**src/rtl/lsu_pkg.sv**
```systemverilog
`timescale 1ns/1ps
package lsu_pkg;
  localparam int INSTR_W = 32;
  localparam int OPC_W   = 6;
  localparam int RIDX_W  = 5;
  localparam int IMM_W   = 16;

  localparam logic [OPC_W-1:0] OPC_MOVI = 6'd16;
  localparam logic [OPC_W-1:0] OPC_LDB  = 6'd17;
  localparam logic [OPC_W-1:0] OPC_LDH  = 6'd18;
  localparam logic [OPC_W-1:0] OPC_LDW  = 6'd19;
  localparam logic [OPC_W-1:0] OPC_STB  = 6'd20;
  localparam logic [OPC_W-1:0] OPC_STH  = 6'd21;
  localparam logic [OPC_W-1:0] OPC_STW  = 6'd22;

  typedef enum logic [1:0] {
    SZ_BYTE = 2'd0,
    SZ_HALF = 2'd1,
    SZ_WORD = 2'd2
  } lsu_size_e;

  typedef struct packed {
    logic      is_mov;
    logic      is_load;
    logic      is_store;
    lsu_size_e size;
  } lsu_kind_t;
endpackage

```
**src/rtl/lsu_decode.sv**
```systemverilog
`timescale 1ns/1ps
module lsu_decode
  import lsu_pkg::*;
#(
  parameter int DATA_W = 32,
  parameter int ADDR_W = 12,
  parameter int OFF_W  = 2
) (
  input  logic [OPC_W-1:0]  opc,
  input  logic [IMM_W-1:0]  imm,
  input  logic [DATA_W-1:0] base_val,
  output lsu_kind_t         kind,
  output logic [DATA_W-1:0] imm_ext,
  output logic [ADDR_W-1:0] eff_addr,
  output logic              misalign
);
  logic [DATA_W-1:0] addr_sum;
  logic              unused_hi;

  assign imm_ext   = {{(DATA_W-IMM_W){imm[IMM_W-1]}}, imm};
  assign addr_sum  = base_val + imm_ext;
  assign eff_addr  = addr_sum[ADDR_W-1:0];
  assign unused_hi = ^addr_sum[DATA_W-1:ADDR_W];

  always_comb begin
    kind = '0;
    case (opc)
      OPC_MOVI: kind.is_mov = 1'b1;
      OPC_LDB:  begin kind.is_load  = 1'b1; kind.size = SZ_BYTE; end
      OPC_LDH:  begin kind.is_load  = 1'b1; kind.size = SZ_HALF; end
      OPC_LDW:  begin kind.is_load  = 1'b1; kind.size = SZ_WORD; end
      OPC_STB:  begin kind.is_store = 1'b1; kind.size = SZ_BYTE; end
      OPC_STH:  begin kind.is_store = 1'b1; kind.size = SZ_HALF; end
      OPC_STW:  begin kind.is_store = 1'b1; kind.size = SZ_WORD; end
      default:  ;
    endcase
  end

  always_comb begin
    case (kind.size)
      SZ_HALF: misalign = eff_addr[0];
      SZ_WORD: misalign = |eff_addr[OFF_W-1:0];
      default: misalign = 1'b0;
    endcase
  end
endmodule

```
**src/rtl/lsu_lane_pack.sv**
```systemverilog
`timescale 1ns/1ps
module lsu_lane_pack
  import lsu_pkg::*;
#(
  parameter int DATA_W = 32,
  localparam int NB    = DATA_W / 8,
  localparam int OFF_W = $clog2(NB)
) (
  input  lsu_size_e         size,
  input  logic [OFF_W-1:0]  off,
  input  logic [DATA_W-1:0] data,
  output logic [NB-1:0]     be,
  output logic [DATA_W-1:0] wdata
);
  int span;

  always_comb begin
    case (size)
      SZ_BYTE: span = 1;
      SZ_HALF: span = 2;
      default: span = NB;
    endcase
  end

  for (genvar g = 0; g < NB; g++) begin : g_lane
    assign be[g] = (g >= int'(off)) && (g < int'(off) + span);
  end

  assign wdata = data << (8 * off);
endmodule

```
**src/rtl/lsu_load_extract.sv**
```systemverilog
`timescale 1ns/1ps
module lsu_load_extract
  import lsu_pkg::*;
#(
  parameter int DATA_W = 32,
  localparam int NB    = DATA_W / 8,
  localparam int OFF_W = $clog2(NB)
) (
  input  lsu_size_e         size,
  input  logic [OFF_W-1:0]  off,
  input  logic [DATA_W-1:0] rdata,
  output logic [DATA_W-1:0] value
);
  logic [DATA_W-1:0] shifted;

  assign shifted = rdata >> (8 * off);

  always_comb begin
    case (size)
      SZ_BYTE: value = {{(DATA_W-8){1'b0}}, shifted[7:0]};
      SZ_HALF: value = {{(DATA_W-16){1'b0}}, shifted[15:0]};
      default: value = shifted;
    endcase
  end
endmodule

```
**src/rtl/lsu_core.sv**
```systemverilog
`timescale 1ns/1ps
module lsu_core
  import lsu_pkg::*;
#(
  parameter int  DATA_W    = 32,
  parameter int  MEM_BYTES = 4096,
  localparam int NB        = DATA_W / 8,
  localparam int OFF_W     = $clog2(NB),
  localparam int ADDR_W    = $clog2(MEM_BYTES),
  localparam int WADDR_W   = ADDR_W - OFF_W
) (
  input  logic               clk,
  input  logic               rst,
  input  logic               instr_valid,
  input  logic [INSTR_W-1:0] instr_word,
  output logic [RIDX_W-1:0]  rf_base_idx,
  output logic [RIDX_W-1:0]  rf_data_idx,
  input  logic [DATA_W-1:0]  rf_base_val,
  input  logic [DATA_W-1:0]  rf_data_val,
  output logic               rf_wr_en,
  output logic [RIDX_W-1:0]  rf_wr_idx,
  output logic [DATA_W-1:0]  rf_wr_val,
  output logic               mem_en,
  output logic               mem_we,
  output logic [NB-1:0]      mem_be,
  output logic [WADDR_W-1:0] mem_addr,
  output logic [DATA_W-1:0]  mem_wdata,
  input  logic [DATA_W-1:0]  mem_rdata,
  output logic               trap_misalign
);
  lsu_kind_t         kind;
  logic [DATA_W-1:0] imm_ext;
  logic [ADDR_W-1:0] eff_addr;
  logic              misalign;
  logic [NB-1:0]     lane_be;
  logic [DATA_W-1:0] lane_wdata;
  logic [DATA_W-1:0] load_val;
  logic              acc_mem;

  // stage 1: request issued, stage 2: read data returning
  logic              s1_wb, s2_wb;
  logic              s1_ld, s2_ld;
  lsu_size_e         s1_size, s2_size;
  logic [OFF_W-1:0]  s1_off, s2_off;
  logic [RIDX_W-1:0] s1_idx, s2_idx;
  logic [DATA_W-1:0] s1_mval, s2_mval;

  assign rf_base_idx = instr_word[25:21];
  assign rf_data_idx = instr_word[20:16];

  lsu_decode #(.DATA_W(DATA_W), .ADDR_W(ADDR_W), .OFF_W(OFF_W)) dec_i (
    .opc      (instr_word[31:26]),
    .imm      (instr_word[15:0]),
    .base_val (rf_base_val),
    .kind     (kind),
    .imm_ext  (imm_ext),
    .eff_addr (eff_addr),
    .misalign (misalign)
  );

  lsu_lane_pack #(.DATA_W(DATA_W)) pack_i (
    .size  (kind.size),
    .off   (eff_addr[OFF_W-1:0]),
    .data  (rf_data_val),
    .be    (lane_be),
    .wdata (lane_wdata)
  );

  lsu_load_extract #(.DATA_W(DATA_W)) ext_i (
    .size  (s2_size),
    .off   (s2_off),
    .rdata (mem_rdata),
    .value (load_val)
  );

  assign acc_mem = instr_valid && (kind.is_load || kind.is_store);

  always_ff @(posedge clk) begin
    if (rst) begin
      mem_en        <= 1'b0;
      mem_we        <= 1'b0;
      mem_be        <= '0;
      mem_addr      <= '0;
      mem_wdata     <= '0;
      trap_misalign <= 1'b0;
      s1_wb         <= 1'b0;
      s1_ld         <= 1'b0;
      s1_size       <= SZ_BYTE;
      s1_off        <= '0;
      s1_idx        <= '0;
      s1_mval       <= '0;
    end else begin
      mem_en        <= acc_mem && !misalign;
      mem_we        <= acc_mem && !misalign && kind.is_store;
      mem_be        <= lane_be;
      mem_addr      <= eff_addr[ADDR_W-1:OFF_W];
      mem_wdata     <= lane_wdata;
      trap_misalign <= acc_mem && misalign;
      s1_wb         <= instr_valid && (kind.is_mov || (kind.is_load && !misalign));
      s1_ld         <= kind.is_load;
      s1_size       <= kind.size;
      s1_off        <= eff_addr[OFF_W-1:0];
      s1_idx        <= rf_data_idx;
      s1_mval       <= imm_ext;
    end
  end

  always_ff @(posedge clk) begin
    if (rst) begin
      s2_wb   <= 1'b0;
      s2_ld   <= 1'b0;
      s2_size <= SZ_BYTE;
      s2_off  <= '0;
      s2_idx  <= '0;
      s2_mval <= '0;
    end else begin
      s2_wb   <= s1_wb;
      s2_ld   <= s1_ld;
      s2_size <= s1_size;
      s2_off  <= s1_off;
      s2_idx  <= s1_idx;
      s2_mval <= s1_mval;
    end
  end

  always_ff @(posedge clk) begin
    if (rst) begin
      rf_wr_en  <= 1'b0;
      rf_wr_idx <= '0;
      rf_wr_val <= '0;
    end else begin
      rf_wr_en  <= s2_wb;
      rf_wr_idx <= s2_idx;
      rf_wr_val <= s2_ld ? load_val : s2_mval;
    end
  end
endmodule

```
**config.mk**
```make
export PLATFORM = sky130hd
export DESIGN_NAME = lsu_core
export DESIGN_NICKNAME = d
export VERILOG_FILES = /design/src/rtl/lsu_pkg.sv /design/src/rtl/lsu_decode.sv /design/src/rtl/lsu_lane_pack.sv /design/src/rtl/lsu_load_extract.sv /design/src/rtl/lsu_core.sv
export SDC_FILE = /design/constraint.sdc
export NUM_CORES = 1
export LEC_CHECK = 0
export ABC_AREA = 1
export BUFFER_PORTS_ARGS = -buffer_cell sky130_fd_sc_hd__buf_2
export CAP_MARGIN = 30
export CELL_PAD_IN_SITES_DETAIL_PLACEMENT = 0
export CELL_PAD_IN_SITES_GLOBAL_PLACEMENT = 1
export CORE_ASPECT_RATIO = 0.7
export CORE_MARGIN = 3
export CORE_UTILIZATION = 40
export DETAILED_ROUTE_END_ITERATION = 16
export PLACE_DENSITY = 0.93
export SLEW_MARGIN = 20
export SYNTH_ARGS = -nofsm -noshare
export SYNTH_HDL_FRONTEND = slang
export SYNTH_HIERARCHICAL = 1
export SYNTH_SLANG_ARGS = --single-unit
```
**constraint.sdc**
```tcl
create_clock -name clk -period 6.4 [get_ports clk]
set_clock_uncertainty 0.2 [all_clocks]
set_input_delay 0.32 -clock clk [delete_from_list [all_inputs] [get_ports clk]]
set_output_delay 0.32 -clock clk [all_outputs]
set_load 0.005 [all_outputs]
```
==> results.md <==
- Setup violators final: 0
- Core area: 0.0190 mm²
- Routed vias: 6448
- Die width: 173 µm
- Syn Area/Cell: 7.17 µm²
- Ant diodes: 0
- Worst Tran Pin Value: 0.781 ns
- DR iter-0 viols: 475
- Die Area: 0.0213 mm²
- Hold Crit Class: primary input to flip-flop
- Post-CTS sizing: 0
- Dpl ws: 3.39 ns
- Fmax: 322 MHz
- Antenna violations before repair: 0
- FF+latch count, synth: 173
- DRC: 0
- CP startpoint kind: primary input
- Final WL: 19100 µm
- CP required: 6.49 ns
- Leakage power: 5.11 nW
- Worst path slowest cell: inv_1
- Sink Count: 173
- Setup_tns: 0 ns
- Hold_sp: instr_word[27]
- Clk slew on worst S/H paths: 0.07 ns
- Arr. time, crit path: 3.20 ns
- Synth Warn #: 6
- Fin crit share: 0.486
- Adder-cell share of the synthesized area: 0.0307
- Root buffer cell: clkbuf_16
- Max incr delay on CP: 0.59 ns
- TritonRoute pass-1 iters: 5
- Peak supply drop: 0.000152 V
- GRT overflow: 0
- Post-detail-place hpwl: 14000 µm
- Multi-input logic area: 0.00280 mm²
- Critical path cell sequence: dlygate4sd3_1 -> buf_2 -> ha_1 -> inv_1 -> fa_1 -> inv_1 -> ha_1 -> nand3_1 -> nand2_1 -> nor2_1 -> a21oi_1 -> inv_1 -> nor2_1
- Slack of the critical path: 3.29 ns
- Max_cap viols: 0
- CP endpoint kind: flip-flop
- Status: finished clean
- Post-Synthesis Cells: 1092
- Multiplexer share of the synthesized area: 0
- Layout cells sized above 1: 0.210
- Critical path's top delay family: buffers and inverters
- Power Dens Cells: 268 mW/mm²
- Crit path max fanout: 18
- Top cell by count, worst path: inv_1
- Most frequent cells in the layout: 261 x nor2_1, 218 x inv_1, 197 x nand2_1
- Final hold vios: 0
- Tot Pwr: 0.00248 W
- GP Congestion: 0.865
- Fill count: 1981
- Type of the worst setup path: primary input to flip-flop
- Most common cell after layout, fill and taps aside: nor2_1
- Xor/xnor cell area share of the yosys netlist: 0.00783
- Site Rows: 42
- # IOs: 228
- Minimum clock period: 3.11 ns
- Die Y: 123 µm
- Area share of and/or/nand/nor cells after synthesis: 0.274
- Worst r2r src: s2_off[1]
- Routed WL per cell: 12.5 µm
- Max-slew headroom: 0.479
- Buf/Inv on CP: 5
- ANT nets after route: 0
- Number of port buffers: 197
- Total track usage: 0.180
- Clock tree buffer depth: 2
- Max Transition Viols Final: 0
- Seq/Total Area, Yosys: 0.443
- First-pass GRT wire length: 30400 µm
- RSZ-0062 raised after global routing: no
- Final net count: 1402
- Post-Syn Nets: 1241
- Clk_lat worst skew: 0.42 ns
- Initial core utilization: 0.411
- CTS tree: built
- Cts bufs inserted: 17
- Worst setup path start: instr_word[0]
- Via density: 4.21
- Compound-Gate Fraction of Synth Area: 0.0446
- Layout area overhead: 18.2%
- Cell area after synthesis: 0.00783 mm²
- Reg area: 0.00346 mm²
- Number of distinct library cells after synthesis: 35
- Largest family of logic cells by synthesized area: simple AND/OR/NAND/NOR gates
- Largest net degree at the start of global routing: 98
- H-Tree Depth: 4
- Vias in the first global route: 6027
==> synth_stat cells (all sizes together) <==
library cell / count / area, µm²
nor2: 274 / 1080
inv: 224 / 853
nand2: 204 / 788
dfxtp: 173 / 3460
buf: 81 / 712
o21ai: 41 / 216
nand3: 39 / 205
ha: 16 / 200
a21oi: 8 / 40.0
o211ai: 8 / 70.1
and2: 6 / 37.5
xor2: 6 / 52.6
nand4: 3 / 18.8
fa: 2 / 40.0
nor3: 2 / 15.0
o21bai: 2 / 15.0
a211oi: 1 / 7.51
or2: 1 / 6.26
xnor2: 1 / 8.76
==> where the power goes <==
group / internal, W / switching, W / total, W
logic: 0.000144 / 0.000219 / 0.000363
clock network: 0.000515 / 0.000449 / 0.000964
registers: 0.00114 / 0.0000180 / 0.00115
==> repair_timing <==
| item | CTS | global route |
|---|---|---|
| endpoints found under the hold margin | 24 | 0 |
| hold buffers | 22 | 0 |
| buffers inserted | 0 | 0 |
| setup endpoints to repair | 0 | 0 |
==> per-layer routing <==
layer / routed length [µm] / global-route usage / vias up
li1: - / - / 3457
met1: 9940 / 0.267 / 2814
met2: 7970 / 0.268 / 167
met3: 1020 / 0.0414 / 10
met4: 155 / 0.0344 / 0
met5: 0 / 0 / -
==> stage by stage <==
| step | hold WS [ns] | instance area, µm² | utilization | cells |
|---|---|---|---|---|
| floorplan | 0.188 | 7830 | - | 1092 |
| global placement | 0.189 | 8460 | 0.444 | 1475 |
| CTS | 0.00767 | 9220 | 0.485 | 1529 |
| detailed placement | 0.192 | 8460 | 0.444 | 1475 |
| finish | 0.0246 | 9250 | 0.486 | 1530 |
| global route | 0.0247 | 9250 | 0.486 | 1530 |
==> layout make-up <==
type / instances / area share
repair buffers: 223 / 0.136
flip-flops and latches: 173 / 0.375
clock buffers: 19 / 0.0479
clock inverters: 13 / 0.0110
well taps: 264 / 0.0357
inverters: 224 / 0.0923
multi-input cells: 614 / 0.303
==> path summary, 6_finish.rpt <==
check        slack (ns)             to  depth (start not counted)
min                0.02          s1_wb                          4
max reg2reg        4.45  rf_wr_val[26]                          5
max                3.29      mem_be[1]                         13
min reg2reg        0.19     s2_mval[9]                          2
==> worst reg2reg max path: stages (launching register included) <==
cell and delay (ns):
dfxtp_1 0.80, inv_6 0.17, nand2_4 0.22, nor2_1 0.07, nor2_1 0.28, nor2_1 0.08
==> sequential cells by signal, summed over array words and instances (netlist names), 2 cells and up <==
signal,flops
mem_wdata,32
rf_wr_val,32
s1_mval,32
s2_mval,32
mem_addr,10
rf_wr_idx,5
s1_idx,5
s2_idx,5
mem_be,4
s1_off,2
s1_size,2
s2_off,2
s2_size,2
==> kinds of logic (layout without fill, tap and decap cells) <==
group | Yosys count | after routing
DFF | 173 | 173
xor gates and xnor gates | 7 | 7
buffers and inverters | 305 | 479
and+or+nand+nor | 529 | 529
adders and majority gates | 18 | 18
AOI/OAI and AO/OA | 60 | 60
No activity file was read; power rests on OpenSTA's default activity.
